$ cat config.mk
export PLATFORM = sky130hd
export DESIGN_NAME = pt_walker
export DESIGN_NICKNAME = d
export VERILOG_FILES = /design/src/rtl/pt_walker.sv
export SDC_FILE = /design/constraint.sdc
export NUM_CORES = 1
export LEC_CHECK = 0
export BUFFER_PORTS_ARGS = -buffer_cell sky130_fd_sc_hd__buf_2
export CAP_MARGIN = 10
export CORE_ASPECT_RATIO = 0.9
export CORE_MARGIN = 2
export CORE_UTILIZATION = 51
export CTS_CLUSTER_DIAMETER = 50
export DETAILED_ROUTE_END_ITERATION = 8
export PLACE_DENSITY = 0.85
export SLEW_MARGIN = 20
export SYNTH_ARGS = -nofsm -noshare
export SYNTH_HDL_FRONTEND = slang
export SYNTH_SLANG_ARGS = --single-unit
$ cat constraint.sdc
create_clock -name clk -period 2.8 [get_ports clk]
set_clock_uncertainty 0.2 [all_clocks]
set_input_delay 0.14 -clock clk [delete_from_list [all_inputs] [get_ports clk]]
set_output_delay 0.14 -clock clk [all_outputs]
set_load 0.01 [all_outputs]
$ cat src/rtl/pt_walker.sv
module pt_walker #(
  parameter int VA_W    = 16,
  parameter int OFF_W   = 10,
  parameter int PA_W    = 15,
  parameter int PTE_W   = 32,
  parameter int PFN_LSB = 8
) (
  input  logic             clk,
  input  logic             rst_n,
  input  logic             base_we,
  input  logic [PA_W-1:0]  base_wdata,
  input  logic             req_valid,
  input  logic [VA_W-1:0]  req_va,
  input  logic [1:0]       req_acc,
  output logic             busy,
  output logic             mem_rd_valid,
  input  logic             mem_rd_ready,
  output logic [PA_W-1:0]  mem_rd_addr,
  input  logic             mem_rsp_valid,
  input  logic [PTE_W-1:0] mem_rsp_data,
  output logic             done,
  output logic [PA_W-1:0]  pa,
  output logic             page_fault,
  output logic             prot_fault
);
  localparam int PFN_W = PA_W - OFF_W;
  localparam int VPN_W = VA_W - OFF_W;

  typedef enum logic [1:0] {S_IDLE, S_REQ, S_WAIT} st_t;
  st_t st;

  logic [PA_W-1:0]  base_q;
  logic [OFF_W-1:0] off_q;
  logic [1:0]       acc_q;

  wire [VPN_W-1:0] vpn       = req_va[VA_W-1:OFF_W];
  wire [PA_W-1:0]  entry_adr = base_q + PA_W'({vpn, 2'b00});
  wire             resident  = mem_rsp_data[0];
  wire [PFN_W-1:0] frame     = mem_rsp_data[PFN_LSB +: PFN_W];
  wire unused_pte = ^{mem_rsp_data[PTE_W-1:PFN_LSB+PFN_W], mem_rsp_data[PFN_LSB-1:4]};

  logic allowed;
  always_comb begin
    case (acc_q)
      2'd0:    allowed = mem_rsp_data[1];
      2'd1:    allowed = mem_rsp_data[2];
      2'd2:    allowed = mem_rsp_data[3];
      default: allowed = 1'b0;
    endcase
  end

  assign busy         = (st != S_IDLE);
  assign mem_rd_valid = (st == S_REQ);

  always_ff @(posedge clk) begin
    if (!rst_n) begin
      st          <= S_IDLE;
      base_q      <= '0;
      off_q       <= '0;
      acc_q       <= '0;
      mem_rd_addr <= '0;
      done        <= 1'b0;
      pa          <= '0;
      page_fault  <= 1'b0;
      prot_fault  <= 1'b0;
    end else begin
      done       <= 1'b0;
      pa         <= '0;
      page_fault <= 1'b0;
      prot_fault <= 1'b0;
      if (base_we) base_q <= base_wdata;
      case (st)
        S_IDLE: if (req_valid) begin
          mem_rd_addr <= entry_adr;
          off_q       <= req_va[OFF_W-1:0];
          acc_q       <= req_acc;
          st          <= S_REQ;
        end
        S_REQ: if (mem_rd_ready) st <= S_WAIT;
        S_WAIT: if (mem_rsp_valid) begin
          st   <= S_IDLE;
          done <= 1'b1;
          if (!resident)     page_fault <= 1'b1;
          else if (!allowed) prot_fault <= 1'b1;
          else               pa <= {frame, off_q};
        end
        default: st <= S_IDLE;
      endcase
    end
  end

  p_read_held_r3: assert property (@(posedge clk) disable iff (!rst_n)
    (mem_rd_valid && !mem_rd_ready) |=> (mem_rd_valid && $stable(mem_rd_addr)));
  p_read_once_r3: assert property (@(posedge clk) disable iff (!rst_n)
    (mem_rd_valid && mem_rd_ready) |=> !mem_rd_valid);
  p_done_pulse_r7: assert property (@(posedge clk) disable iff (!rst_n)
    done |=> !done);
  p_done_idle_r7: assert property (@(posedge clk) disable iff (!rst_n)
    done |-> !busy);
  p_fault_excl_r5: assert property (@(posedge clk) disable iff (!rst_n)
    !(page_fault && prot_fault));
  p_fault_no_pa_r6: assert property (@(posedge clk) disable iff (!rst_n)
    (page_fault || prot_fault) |-> (done && pa == '0));
  p_busy_ignored_r8: assert property (@(posedge clk) disable iff (!rst_n)
    (busy && !done) |=> $stable(mem_rd_addr));
endmodule

==> results of run 1 <==
per-stage QoR:
| step | instances | area (um2) |
|---|---|---|
| finish | 451 | 3570 |
| global route | 451 | 3570 |
| CTS | 451 | 3570 |
| detailed placement | 396 | 2970 |
| global placement | 396 | 2970 |
| floorplan | 259 | 2510 |
how the worst min path moves through the flow:
stage | to | slack, ns
global route | mem_rd_addr[2] | 0.07
detailed placement | page_fault | 0.12
global placement | page_fault | 0.11
floorplan | page_fault | 0.01
CTS | mem_rd_addr[12] | 0.02
finish | mem_rd_addr[12] | 0.04
metal layers:
| layer | wire length [um] | vias up | share of wire, % |
|---|---|---|---|
| li1 | - | 1142 | - |
| met1 | 2370 | 1004 | 40 |
| met5 | 0 | - | 0 |
| met4 | 94 | 0 | 1.6 |
| met2 | 3110 | 75 | 53 |
| met3 | 295 | 10 | 5.0 |
synth_stat cells (2+ instances only):
| master | number |
|---|---|
| ha_1 | 6 |
| nand2_1 | 40 |
| nor2_1 | 2 |
| dfxtp_1 | 62 |
| a211oi_1 | 6 |
| o21ai_0 | 14 |
| nor2b_1 | 20 |
| a21boi_0 | 16 |
| buf_2 | 3 |
| and4_1 | 3 |
| or3_1 | 2 |
| xnor2_1 | 4 |
| nor3_1 | 4 |
| a31oi_1 | 2 |
| inv_1 | 2 |
| mux2i_1 | 15 |
| and2_1 | 15 |
| nand3_1 | 4 |
| a21oi_1 | 6 |
| o21a_1 | 3 |
| nand4b_1 | 3 |
| clkbuf_1 | 9 |
layout make-up:
class,instances,area [um2],area share (%)
tap,65,81.3,2.28
clock buffer,10,128,3.57
inverter,2,7.51,0.210
sequential,62,1240,34.7
multi-input combinational,182,1200,33.7
clock inverter,6,86.3,2.42
timing repair buffer,124,823,23.0
cell families after synthesis:
kind of cell | Yosys count
compound gates | 55
xor+xnor | 4
mux | 15
fa+ha+maj | 7
simple gates | 101
flops | 62
buf+inv | 15
registers in the layout (all words and copies together) (netlist names):
name	count
acc_q	2
pa	15
done	1
prot_fault	1
st	2
base_q	15
off_q	10
mem_rd_addr	15
page_fault	1
power groups by stage:
| stage | Sequential (uW) | Combinational (uW) | Clock, uW |
|---|---|---|---|
| after floorplan | 977 | 139 | 0 |
| after global placement | 972 | 227 | 0 |
| after detailed placement | 975 | 232 | 0 |
| after CTS | 955 | 277 | 856 |
| after global routing | 962 | 312 | 896 |
| final | 955 | 278 | 832 |
critical path: stages (launching register included):
cell and delay [ns]:
dfxtp_1 0.31, ha_1 0.23, fa_1 0.43, a21oi_1 0.31, o21ai_0 0.16, a311oi_1 0.29, nor3_1 0.09
==> flow_summary.ini, run 1 <==
[status]
status = finished clean

[power]
p_sw_share_pct = 24.0
seqPwrFrac_pct = 46.3
leakagePower_uw = 0.00163
p_total_uw = 2070
p_per_area_nw_per_um2 = 578
ir_drop_mv = 0.506
p_comb_share_pct = 13.5
internal_power_uw = 1570
power.switching_uw = 495
p_clk_share_pct = 40.3

[timing]
tightest_slew_ns = 0.796
slew_viol_final = 0
finalSetupViolations = 0
fmax_mhz = 467
setup_ws_ns = 0.656
finalHoldViolCount = 0
min_period_ns = 2.14
hold_ws_ns = 0.0429
layout_worst_path_cycle_share_pct = 76.6
rsz0062_at_grt = no
fin_setup_tns_ns = 0
slew_headroom_pct = 46.8

[worst_setup_path]
worstSetupStartpointType = register
endpoint = mem_rd_addr[14]
path_max_fanout = 4
r2r-end = mem_rd_addr[14]
critPathKind = reg2reg
cp_data_arrival_time_ns = 2.16
worstPathRequired_ns = 2.82
startpoint = base_q[2]
r2r-start = base_q[2]
r2r_slack_ns = 0.66
ff2ff_path_depth = 6
critPathCaptureType = register

[global_routing]
first_global_vias = 2146
track_usage_pct = 23.5
grtUsageMet2_pct = 42.3
grt_pass1_wl_um = 9870
grt_busiest_layer = met2
grt_antenna_before_repair = 0
met1_usage_pct = 25.1
grt_max_degree = 49
met3_usage_pct = 9.43
grt-ovfl-total = 0

[synth]
synth_compound_area_share_pct = 14.8
ys_async_sr_fraction_pct = 0
synth_area_leaders = dfxtp_1 (50%), mux2i_1 (6.0%), nand2_1 (6.0%), nor2b_1 (5.0%), a21boi_0 (4.8%)
avgSynthCellArea_um2 = 9.68
ys_types = 40
synth_top_area_share_pct = 49.5
synthCells = 259
synth_edf_count = 0
synth_fa_ha_area_share_pct = 3.79
synth_area_um2 = 2510
yosysWarningCount = 0
synth_top_family_by_area = simple AND/OR/NAND/NOR gates
synth-seq-area-share_pct = 49.5
yosys.area.top_type = dfxtp_1
synth_ff_type = dfxtp_1
synth_seq_cells = 62
syn_nets = 337
muxShareOfSynthArea_pct = 5.99
synth-simple-area-share_pct = 21.9
synthXorXnorAreaFrac_pct = 1.40

[clocking]
cts_setup_buffers = 0
htreeDepth = 3
cts_tree = done
cts_num_sinks = 62
clock_latency_ns = 0.33
clk_pin_slew_ns = 0.07
cts_made_buffers = 9
cts_resized = 0
hold_buffers = 39
clockRootBuffer = clkbuf_8
cts_buffer_depth = 2

[layout]
drive_gt1_share_pct = 26.4
n_antenna_cell = 0
final_net_count = 459
area_growth_pct = 42.5
final_util_pct = 74.3
layout_commonest_cell = buf_2
final_cell_mix = buf_2 (82), dfxtp_1 (62), nand2_1 (40)
fill_cells = 364

[min_path]
hold_depth = 3
hp-start = req_valid
hp-class = in2reg

[routing]
detail-route-antenna-nets = 0
drcViolationCount = 0
dr.first_iter.drc_count = 61
dr_total_vias = 2231
avgViaCountPerCell = 4.95
drt-total-wl_um = 5870
wire_per_inst_um = 13.0
dr.pass1.iters = 4

[run]
maxCapViolCount = 0

[floorplan]
ios = 106
rows = 24
start_util_pct = 52.2
core_area_um2 = 4800
die_h_um = 70.5
die_area_um2 = 5490
die_w_um = 77.9

[placed_design]
numPortBuffers = 82
post-place-ws_ns = 0.687
gp_congestion = 0.782
place_hpwl_um = 3540
Power figures use the tool's default switching activity.
==> run 2: changes to the inputs <==
CORE_UTILIZATION = 47   (was 51)
PLACE_DENSITY = 0.79   (was 0.85)
clock period = 2.1 ns   (was 2.8 ns; I/O delays follow)
==> run 2 against run 1 <==
Net effect: hold slack better by 0.051 ns; critical path depth is 1 lower; setup slack worse by 0.53 ns; cell count is 1.3% higher; critical endpoint is now mem_rd_addr[11]; count of clock-buffer cells in the layout stayed put; non-clock buffer count is 4 higher; combinational power is 36% higher; fmax is 8.4% higher.
==> flow_summary.ini, run 2 (synthesis gave the netlist of run 1 again) <==
[global_routing]
grt-ovfl-total = 0
first_global_vias = 2265
grt_max_degree = 49
grt_antenna_before_repair = 0
track_usage_pct = 21.1
grt_pass1_wl_um = 9550

[floorplan]
die_area_um2 = 5940
die_h_um = 73.3
die_w_um = 81.0
ios = 106
rows = 25
core_area_um2 = 5190
start_util_pct = 48.3

[worst_setup_path]
startpoint = base_q[6]
endpoint = mem_rd_addr[11]
ff2ff_path_depth = 5
slowest_stage = a211oi_1
worstPathRequired_ns = 2.15
crit_buf_inv = 0
crit_path_max_incr_delay_ns = 0.36
cp_data_arrival_time_ns = 2.03
r2r-start = base_q[6]
r2r-end = mem_rd_addr[11]
critPathCaptureType = register
critPathKind = reg2reg
r2r_slack_ns = 0.12
worstSetupStartpointType = register
path_depth = 5
path_max_fanout = 6
path_cells = ha_1 > a211oi_1 > o21ai_1 > and4_1 > nor3_1
crit_family = compound AO/OA/AOI/OAI gates

[placed_design]
gp_congestion = 0.737
numPortBuffers = 82
place_hpwl_um = 3720
dpl_cell_area_um2 = 2990

[power]
p_clk_share_pct = 37.6
leakagePower_uw = 0.00163
seqPwrFrac_pct = 48.1
p_sw_share_pct = 25.2
p_per_area_nw_per_um2 = 737
power.switching_uw = 667
ir_drop_mv = 0.507
p_comb_share_pct = 14.3
internal_power_uw = 1980

[clocking]
clk_pin_slew_ns = 0.07
cts_buffer_depth = 2
clock_latency_ns = 0.33
htreeDepth = 3
cts_made_buffers = 9
cts_tree = done
clockRootBuffer = clkbuf_8
cts_num_sinks = 62

[layout]
area_growth_pct = 43.2
multi_input_area_um2 = 1210
seq_area_um2 = 1240
layout_commonest_cell = buf_2
top_regs = base_q x15, mem_rd_addr x15, pa x15
fill_cells = 420
n_antenna_cell = 0
final_area_um2 = 3590
drive_gt1_share_pct = 27.4
final_net_count = 463
final_cell_mix = buf_2 (82), dfxtp_1 (62), nand2_1 (40), dlygate4sd3_1 (40), nor2b_1 (20)

[routing]
wire_per_inst_um = 12.6
dr_total_vias = 2236
dr.pass1.iters = 4
detail-route-antenna-nets = 0
avgViaCountPerCell = 4.89
drt-total-wl_um = 5760
dr.first_iter.drc_count = 57
drcViolationCount = 0

[timing]
tightest_slew_ns = 0.483
layout_worst_path_cycle_share_pct = 94.2
slew_headroom_pct = 67.8
fmax_mhz = 506
rsz0062_at_grt = no
slew_viol_final = 0
finalSetupViolations = 0
finalHoldViolCount = 0
fin_setup_tns_ns = 0
min_period_ns = 1.98

[min_path]
hp-class = in2reg

[run]
maxCapViolCount = 0

[status]
status = finished clean
==> run 2: power by group through the flow <==
stage                     Combinational (uW)  Sequential (uW)  Clock (uW)
after floorplan                          185             1300           0
after global placement                   308             1300           0
after detailed placement                 315             1300           0
after CTS                                378             1270        1020
after global routing                     424             1280        1070
final                                    379             1270         995
==> run 2: worst min-delay path by stage <==
stage / end / depth (start not counted) / from / slack, ns
2_1_floorplan: page_fault / 1 / mem_rsp_data[0] / -0.02
3_3_place_gp: page_fault / 2 / mem_rsp_data[0] / 0.08
3_5_place_dp: page_fault / 2 / mem_rsp_data[0] / 0.08
4_1_cts: mem_rd_addr[3] / 4 / req_va[11] / 0.04
5_1_grt: mem_rd_addr[8] / 4 / req_va[15] / 0.13
6_report: mem_rd_addr[3] / 4 / req_va[11] / 0.09
==> run 2: worst reg2reg max path: cells and delay by family, from the launching register on <==
kind	cells	cell delay (ns)
DFF	1	0.32
AOI/OAI and AO/OA	2	0.61
adders and majority gates	1	0.34
and+or+nand+nor	2	0.42
==> run 2: layout make-up <==
cell class	instances	share of cell area, %
Clock buffer	10	3.56
Multi-Input combinational cell	182	33.7
Tap cell	67	2.34
Sequential cell	62	34.6
Inverter	2	0.209
Timing Repair Buffer	128	23.8
Clock inverter	6	1.74
==> run 2: what timing repair did <==
item                                   in CTS  in global routing
setup buffers                               0                  0
resized for setup                           0                  2
hold buffers                               40                  0
endpoints found under the hold margin      38                  0
setup endpoints to repair                   0                  4
==> run 2: per-layer routing <==
metal | global-route usage, % | routed length (um) | vias to the layer above
met5 | 0 | 0 | -
met4 | 9.04 | 72 | 0
met3 | 7.25 | 319 | 13
met2 | 37.9 | 2870 | 73
met1 | 22.3 | 2500 | 1001
li1 | - | - | 1149
==> run 2: through the flow <==
step | instances | hold slack [ns] | worst slack, ns | util [%] | power [uW]
after floorplan | 259 | -0.0234 | 0.211 | - | 1490
after global placement | 401 | 0.0768 | 0.0949 | 57.6 | 1610
after detailed placement | 401 | 0.0800 | 0.0338 | 57.6 | 1610
after CTS | 457 | 0.0448 | 0.0270 | 69.0 | 2680
after global routing | 457 | 0.133 | 0.0299 | 69.1 | 2780
final | 457 | 0.0936 | 0.122 | 69.1 | 2650
